### src/rtl/irqc_pkg.sv
package irqc_pkg;
   localparam int REG_W         = 32;
   localparam int A_ENA_SET     = 0;
   localparam int A_ENA_CLR     = 1;
   localparam int A_PND_SET     = 2;
   localparam int A_PND_CLR     = 3;
   localparam int A_ACTIVE      = 4;
   localparam int A_TRIGGER     = 5;
   localparam int A_BINPT       = 6;
   localparam int A_PRIO_BASE   = 8;
   localparam int VEC_OFFSET    = 16;
   localparam int VEC_W         = 9;
   localparam int BP_W          = 3;
endpackage

### src/rtl/irqc_regs.sv
module irqc_regs
   import irqc_pkg::*;
#(
   parameter int N_IRQ  = 32,
   parameter int PRIO_W = 8,
   parameter int ADDR_W = 5,
   parameter int ID_W   = 5
) (
   input  logic                    clk,
   input  logic                    rst_n,
   input  logic [N_IRQ-1:0]        irq_line,
   input  logic                    wr_en,
   input  logic [ADDR_W-1:0]       wr_addr,
   input  logic [REG_W-1:0]        wr_data,
   input  logic [ADDR_W-1:0]       rd_addr,
   output logic [REG_W-1:0]        rd_data,
   input  logic                    ack_valid,
   input  logic [ID_W-1:0]         ack_id,
   input  logic                    done_valid,
   input  logic [ID_W-1:0]         done_id,
   output logic [N_IRQ-1:0]        enable_q,
   output logic [N_IRQ-1:0]        pend_q,
   output logic [N_IRQ-1:0]        active_q,
   output logic [N_IRQ*PRIO_W-1:0] prio_flat,
   output logic [BP_W-1:0]         binpt_q
);
   localparam int WORDS = N_IRQ / 4;

   logic [PRIO_W-1:0] prio_q [N_IRQ];
   logic [N_IRQ-1:0]  set_en, clr_en, set_pnd, clr_pnd, trig_oh, ack_oh, done_oh;

   function automatic logic hit(input logic [ADDR_W-1:0] a, input int where);
      return a == ADDR_W'(where);
   endfunction

   always_comb begin
      set_en  = (wr_en && hit(wr_addr, A_ENA_SET)) ? wr_data[N_IRQ-1:0] : '0;
      clr_en  = (wr_en && hit(wr_addr, A_ENA_CLR)) ? wr_data[N_IRQ-1:0] : '0;
      set_pnd = (wr_en && hit(wr_addr, A_PND_SET)) ? wr_data[N_IRQ-1:0] : '0;
      clr_pnd = (wr_en && hit(wr_addr, A_PND_CLR)) ? wr_data[N_IRQ-1:0] : '0;
      trig_oh = '0;
      if (wr_en && hit(wr_addr, A_TRIGGER) && ({24'd0, wr_data[7:0]} < REG_W'(N_IRQ)))
         trig_oh[wr_data[ID_W-1:0]] = 1'b1;
      ack_oh  = '0;
      if (ack_valid) ack_oh[ack_id] = 1'b1;
      done_oh = '0;
      if (done_valid) done_oh[done_id] = 1'b1;
   end

   always_ff @(posedge clk or negedge rst_n) begin
      if (!rst_n) begin
         enable_q <= '0;
         pend_q   <= '0;
         active_q <= '0;
         binpt_q  <= '0;
      end else begin
         enable_q <= (enable_q | set_en) & ~clr_en;
         pend_q   <= (pend_q & ~clr_pnd & ~ack_oh) | set_pnd | trig_oh | irq_line;
         active_q <= (active_q | ack_oh) & ~done_oh;
         if (wr_en && hit(wr_addr, A_BINPT))
            binpt_q <= wr_data[BP_W-1:0];
      end
   end

   for (genvar w = 0; w < WORDS; w++) begin : g_word
      for (genvar b = 0; b < 4; b++) begin : g_lane
         always_ff @(posedge clk or negedge rst_n) begin
            if (!rst_n)
               prio_q[4*w+b] <= '0;
            else if (wr_en && hit(wr_addr, A_PRIO_BASE + w))
               prio_q[4*w+b] <= wr_data[8*b +: PRIO_W];
         end
         assign prio_flat[(4*w+b)*PRIO_W +: PRIO_W] = prio_q[4*w+b];
      end
   end

   always_comb begin
      rd_data = '0;
      if (hit(rd_addr, A_ENA_SET) || hit(rd_addr, A_ENA_CLR))
         rd_data[N_IRQ-1:0] = enable_q;
      else if (hit(rd_addr, A_PND_SET) || hit(rd_addr, A_PND_CLR))
         rd_data[N_IRQ-1:0] = pend_q;
      else if (hit(rd_addr, A_ACTIVE))
         rd_data[N_IRQ-1:0] = active_q;
      else if (hit(rd_addr, A_BINPT))
         rd_data[BP_W-1:0] = binpt_q;
      else begin
         for (int w = 0; w < WORDS; w++) begin
            if (hit(rd_addr, A_PRIO_BASE + w)) begin
               for (int b = 0; b < 4; b++)
                  rd_data[8*b +: PRIO_W] = prio_q[4*w+b];
            end
         end
      end
   end
endmodule

### src/rtl/irqc_pick.sv
module irqc_pick #(
   parameter int N  = 32,
   parameter int PW = 8,
   parameter int IW = 5
) (
   input  logic [N-1:0]    valid,
   input  logic [N*PW-1:0] prio_flat,
   input  logic [PW-1:0]   mask,
   output logic            found,
   output logic [IW-1:0]   idx,
   output logic [PW-1:0]   level
);
   logic [PW-1:0] key [N];

   for (genvar g = 0; g < N; g++) begin : g_key
      assign key[g] = prio_flat[g*PW +: PW] & mask;
   end

   always_comb begin
      found = 1'b0;
      idx   = '0;
      level = '1;
      for (int i = 0; i < N; i++) begin
         if (valid[i] && (!found || key[i] < level)) begin
            found = 1'b1;
            idx   = IW'(i);
            level = key[i];
         end
      end
   end
endmodule

### src/rtl/prio_irq_ctrl.sv
module prio_irq_ctrl
   import irqc_pkg::*;
#(
   parameter int N_IRQ  = 32,
   parameter int PRIO_W = 8,
   parameter int ADDR_W = 5,
   localparam int ID_W  = $clog2(N_IRQ)
) (
   input  logic                clk,
   input  logic                rst_n,
   input  logic [N_IRQ-1:0]    irq_line,
   input  logic                wr_en,
   input  logic [ADDR_W-1:0]   wr_addr,
   input  logic [REG_W-1:0]    wr_data,
   input  logic [ADDR_W-1:0]   rd_addr,
   output logic [REG_W-1:0]    rd_data,
   input  logic                ack_valid,
   input  logic [ID_W-1:0]     ack_id,
   input  logic                done_valid,
   input  logic [ID_W-1:0]     done_id,
   output logic                irq_req,
   output logic [ID_W-1:0]     req_id,
   output logic [VEC_W-1:0]    pend_vector,
   output logic                any_pend
);
   if (N_IRQ < 4 || N_IRQ > REG_W || (N_IRQ % 4) != 0) begin : g_bad_lines
      $error("N_IRQ must be a multiple of 4 between 4 and 32");
   end
   if (PRIO_W < 1 || PRIO_W > 8) begin : g_bad_prio
      $error("PRIO_W must be between 1 and 8");
   end
   if ((1 << ADDR_W) < A_PRIO_BASE + N_IRQ / 4) begin : g_bad_addr
      $error("ADDR_W too narrow for the priority words");
   end

   logic [N_IRQ-1:0]        enable_q, pend_q, active_q;
   logic [N_IRQ*PRIO_W-1:0] prio_flat;
   logic [BP_W-1:0]         binpt_q;
   logic [PRIO_W-1:0]       grp_mask;
   logic                    best_found, act_found;
   logic [ID_W-1:0]         best_idx, act_idx;
   logic [PRIO_W-1:0]       best_prio, act_grp;

   irqc_regs #(
      .N_IRQ(N_IRQ), .PRIO_W(PRIO_W), .ADDR_W(ADDR_W), .ID_W(ID_W)
   ) u_regs (
      .clk(clk), .rst_n(rst_n), .irq_line(irq_line),
      .wr_en(wr_en), .wr_addr(wr_addr), .wr_data(wr_data),
      .rd_addr(rd_addr), .rd_data(rd_data),
      .ack_valid(ack_valid), .ack_id(ack_id),
      .done_valid(done_valid), .done_id(done_id),
      .enable_q(enable_q), .pend_q(pend_q), .active_q(active_q),
      .prio_flat(prio_flat), .binpt_q(binpt_q)
   );

   assign grp_mask = {PRIO_W{1'b1}} << ({1'b0, binpt_q} + 4'd1);

   irqc_pick #(.N(N_IRQ), .PW(PRIO_W), .IW(ID_W)) u_best (
      .valid(enable_q & pend_q), .prio_flat(prio_flat), .mask({PRIO_W{1'b1}}),
      .found(best_found), .idx(best_idx), .level(best_prio)
   );

   irqc_pick #(.N(N_IRQ), .PW(PRIO_W), .IW(ID_W)) u_level (
      .valid(active_q), .prio_flat(prio_flat), .mask(grp_mask),
      .found(act_found), .idx(act_idx), .level(act_grp)
   );

   assign irq_req     = best_found && (!act_found || ((best_prio & grp_mask) < act_grp));
   assign req_id      = best_idx;
   assign pend_vector = best_found ? (VEC_W'(best_idx) + VEC_W'(VEC_OFFSET)) : '0;
   assign any_pend    = |pend_q;
endmodule

### config.mk
export PLATFORM = sky130hd
export DESIGN_NAME = prio_irq_ctrl
export DESIGN_NICKNAME = d
export VERILOG_FILES = /design/src/rtl/irqc_pkg.sv /design/src/rtl/irqc_regs.sv /design/src/rtl/irqc_pick.sv /design/src/rtl/prio_irq_ctrl.sv
export SDC_FILE = /design/constraint.sdc
export NUM_CORES = 2
export LEC_CHECK = 0
export ABC_AREA = 1
export BUFFER_PORTS_ARGS = -buffer_cell sky130_fd_sc_hd__buf_2
export CAP_MARGIN = 5
export CORE_AREA = 2 2 432 220
export DETAILED_ROUTE_END_ITERATION = 7
export DIE_AREA = 0 0 434 222
export PLACE_DENSITY = 0.57
export SETUP_SLACK_MARGIN = 0.05
export SYNTH_ARGS = -nofsm -noshare
export SYNTH_HDL_FRONTEND = slang
export SYNTH_SLANG_ARGS = --single-unit
### constraint.sdc
create_clock -name clk -period 54.4 [get_ports clk]
set_clock_uncertainty 0.15 [all_clocks]
set_input_delay 2.72 -clock clk [delete_from_list [all_inputs] [get_ports clk]]
set_output_delay 2.72 -clock clk [all_outputs]
set_load 0.01 [all_outputs]
==> results_tabular.tex <==
\begin{tabular}{lr}
\hline
Metric & Value \\
\hline
\multicolumn{2}{l}{\textbf{Die}} \\
I/O pins & 137 \\
Height of the die & $\sim$220 um \\
Area inside the core boundary & 0.0923 sq mm \\
Placement row count & between 70 and 80 \\
Initial Utilization & 0.379 \\
Die Outline Area & around 0.096 sq mm \\
Horizontal die dimension & 434 um \\
\multicolumn{2}{l}{\textbf{Routing}} \\
Number of remaining DRC errors & 0 \\
Post-route ant nets & 0 \\
Via count normalized by instance count & just under 6 \\
Routed wire length & $\sim$190 mm \\
Drt initial violations & roughly 6.7k \\
Wirelength per Cell & about 27 um \\
Detailed Routing Iterations Pass 1 & 7 \\
Vias & roughly 40k \\
\multicolumn{2}{l}{\textbf{Yosys}} \\
Top post-synthesis cells by area & dfrtp\_1, nand2\_1, ha\_1 \\
Warnings from Yosys & 0 \\
Sequential-to-total area share from yosys stat & 0.254 \\
Simple-gate portion of the synthesized area & 0.305 \\
Combinational family with the most area after synthesis & simple AND/OR/NAND/NOR gates \\
Fraction of synthesized cell area in xor and xnor cells & 0 \\
Number of cells produced by synthesis & 5515 \\
Number of storage elements in the synthesis netlist & between 300 and 400 \\
Share of Yosys cell area claimed by the top area cell type & 0.254 \\
Area of the mapped netlist & 0.0350 sq mm \\
Async set-or-reset flop fraction in the synthesized netlist & 1.00 \\
Number of enable flip-flop cells after synthesis & 0 \\
Fraction of the mapped netlist area in compound gates & 0.196 \\
Fraction of the mapped netlist area in adder cells & 0.148 \\
Count leader, synth & nand2\_1 \\
Ys flop type & dfrtp\_1 \\
Multiplexer area fraction after synthesis & 0 \\
Distinct cell type count after synthesis & between 40 and 50 \\
Biggest area consumer among synthesized cells & dfrtp\_1 \\
Commonest cells in the synthesized netlist & nand2\_1, o21ai\_0, inv\_1 \\
Average cell area after synthesis & between 6 and 7 sq um \\
\multicolumn{2}{l}{\textbf{Placement}} \\
HPWL Detailed & roughly 150 mm \\
Worst slack, placed & -641 ps \\
Routability cong. & about 1.1 \\
Placed Area & between 0.03 and 0.04 sq mm \\
IO Port Bufs & approximately 130 \\
\multicolumn{2}{l}{\textbf{Clocking}} \\
CTS root buf & clkbuf\_16 \\
Buffer count from post-CTS setup fixing & 0 \\
Max clock buf depth & 3 \\
Clock Sink Count & between 300 and 400 \\
TritonCTS clock tree & done \\
Cts bufs inserted & 37 \\
CTS H-tree depth & 2 \\
Clock transition at the registers of the reported paths & 60 ps \\
Worst-skew pair later-pin latency & approximately 530 ps \\
\multicolumn{2}{l}{\textbf{Layout}} \\
Final design area excluding fillers & $\sim$0.038 sq mm \\
Ratio of cells with drive above 1 in the final layout & 0.0667 \\
Final core area utilization & 0.413 \\
Number of nets in the final layout & 6053 \\
FILL cells & roughly 10k \\
Synth-to-layout area growth & 8.96\% \\
\multicolumn{2}{l}{\textbf{Critical path}} \\
Class of the most critical setup path & flip-flop to output pin \\
Arrival @ worst endpoint & between 40000 and 50000 ps \\
Largest fanout on the critical path & 22 \\
Bufs and invs on worst path & 13 \\
Required time of the worst setup path & 51530 ps \\
Launch instance of the worst register-to-register path & u\_regs.active\_q[11]\$\_DFF\_PN0\_ \\
Critical-path top delay cell & o21ai\_0 \\
Cell class contributing the biggest share of worst-path delay & compound AO/OA/AOI/OAI gates \\
Critical path endpoint category & output pin \\
Cell repeated most along the worst path & nand2\_1 \\
Max incr delay on CP & $\sim$520 ps \\
CP Launch Point & u\_regs.binpt\_q[2]\$\_DFFE\_PN0P\_ \\
Type of element launching the critical path & flip-flop \\
Slack of the worst reg-to-reg path & between 50000 and 60000 ps \\
\multicolumn{2}{l}{\textbf{Global route}} \\
Number of antenna violations at the first check in global routing & 22 \\
Global-route wire length before repair & 261 mm \\
Total Routing Usage GR & 0.378 \\
Overall overflow remaining after global route & 0 \\
Vias in the first global route & $\sim$35k \\
Largest net degree at the start of global routing & 99 \\
\multicolumn{2}{l}{\textbf{Timing}} \\
Count of final max-slew check failures & 0 \\
Maximum operating frequency & between 15 and 20 MHz \\
Total negative slack & 0 ps \\
Slew Limit Headroom & 0.0248 \\
Slack of the critical path & about 4400 ps \\
Worst-Margin Slew & roughly 1500 ps \\
Period Utilization, post-route & 0.919 \\
Final setup violation count & 0 \\
Final critical delay including setup and external delays & around 50000 ps \\
Number of hold violations in the final report & 0 \\
\multicolumn{2}{l}{\textbf{Power and ir drop}} \\
Portion of total power attributed to sequential cells & 0.155 \\
Fraction of power spent switching nets & 0.589 \\
Pleak & 20.1 nW \\
Cell-internal power & 1.09 mW \\
Comb power frac & 0.743 \\
Power per standard cell area & between 60 and 70 mW/mm\^{}2 \\
Worst ir drop on vdd & 0.0336 mV \\
Clock power share & 0.101 \\
Total net switching power & between 1.5 and 2 mW \\
\multicolumn{2}{l}{\textbf{Hold path}} \\
Hold/Removal Path Class & flip-flop to flip-flop \\
Start point of the worst min-delay path & u\_regs.prio\_flat[24]\$\_DFFE\_PN0P\_ \\
\multicolumn{2}{l}{\textbf{Run}} \\
Max-cap viol count & 0 \\
\multicolumn{2}{l}{\textbf{Outcome}} \\
Status & finished, final reports clean \\
\hline
\end{tabular}
==> power by group through the flow <==
stage               registers, mW  logic (mW)  clock network [mW]
finish                      0.413        1.97               0.269
global route                0.411        2.25               0.278
CTS                         0.402        1.88               0.265
detailed placement          0.406        1.87                   0
global placement            0.407        1.87                   0
floorplan                   0.356        1.38                   0
==> sequential cells by signal, indices dropped and copies added (netlist names) <==
name / flops
u_regs.enable_q: 32
u_regs.pend_q: 32
u_regs.active_q: 32
u_regs.prio_flat: 256
u_regs.binpt_q: 3
==> repair_timing <==
| item | 4_1_cts | 5_1_grt |
|---|---|---|
| setup endpoints to repair | 1 | 12 |
| hold buffers | 0 | 0 |
| resized for setup | 30 | 144 |
| pin swaps | 0 | 0 |
==> worst paths after layout <==
kind | end | cells past startpoint
setup / recovery | irq_req | 280
hold / removal | u_regs.prio_flat[24]$_DFFE_PN0P_ | 2
setup reg to reg | u_regs.active_q[11]$_DFF_PN0_ | 3
hold reg to reg | u_regs.prio_flat[24]$_DFFE_PN0P_ | 2
max in group asynchronous | u_regs.prio_flat[111]$_DFFE_PN0P_ | 4
min in group asynchronous | u_regs.enable_q[27]$_DFF_PN0_ | 1
==> cells by family (layout without fill, tap and decap cells) <==
group,count (synthesis),count (layout)
other cells,1,11
flops,355,355
simple gates,2678,2678
compound gates,1229,1229
fa+ha+maj,413,413
buf+inv,839,899
==> layer usage <==
layer	up-vias	GRT usage	routed length, um
li1	18261	-	-
met2	2693	0.417	59900
met4	12	0.0828	4370
met3	220	0.178	33000
met1	18810	0.612	89000
met5	-	0	74
==> through the flow <==
step           hold WS, ps  instances  power (mW)
2_1_floorplan          303       5517        1.74
4_1_cts                338       6832        2.55
5_1_grt                371       6836        2.94
3_5_place_dp           323       6767        2.27
3_3_place_gp           315       6767        2.27
6_report               338       6840        2.66
==> worst min-delay path, delay by kind of cell, from the launching register on <==
kind / cells / cell delay (ps)
DFF: 1 / 340
AOI/OAI and AO/OA: 1 / 60
and+or+nand+nor: 1 / 50
==> cell usage in the layout (no fill, tap or decap), types with 3 or more instances in the layout <==
cell type and n:
nand2_1 1801, inv_1 615, o21ai_0 555, nor2_1 479, ha_1 413, dfrtp_1 355
a21oi_1 276, nand3_1 232, buf_2 132, o21ai_1 126, nand2_2 86, a211oi_1 66
o2111ai_1 52, buf_4 50, o211ai_1 44, clkbuf_16 38, a22oi_1 32, nor3_1 29
o22ai_1 25, clkinv_1 21, o21ai_2 15, a221oi_1 15, nand4_1 13, inv_2 13
nand3b_1 12, nor4_1 10, o221ai_1 9, clkbuf_1 9, diode_2 8, clkbuf_8 8
nor2_2 7, clkinv_2 5, a2111oi_0 4, a31oi_1 3, o311ai_0 3, conb_1 3
==> area by class of cell <==
cell class / instances / area (sq um) / area share
diodes: 8 / 20.0 / 0.000526
multi-input cells: 4323 / 22900 / 0.601
clock buffers: 55 / 1090 / 0.0287
flip-flops and latches: 355 / 8880 / 0.233
well taps: 1255 / 1570 / 0.0412
inverters: 651 / 2450 / 0.0644
repair buffers: 183 / 1050 / 0.0276
clock inverters: 10 / 116 / 0.00306
Note: power is estimated with default switching activity, not from simulation.
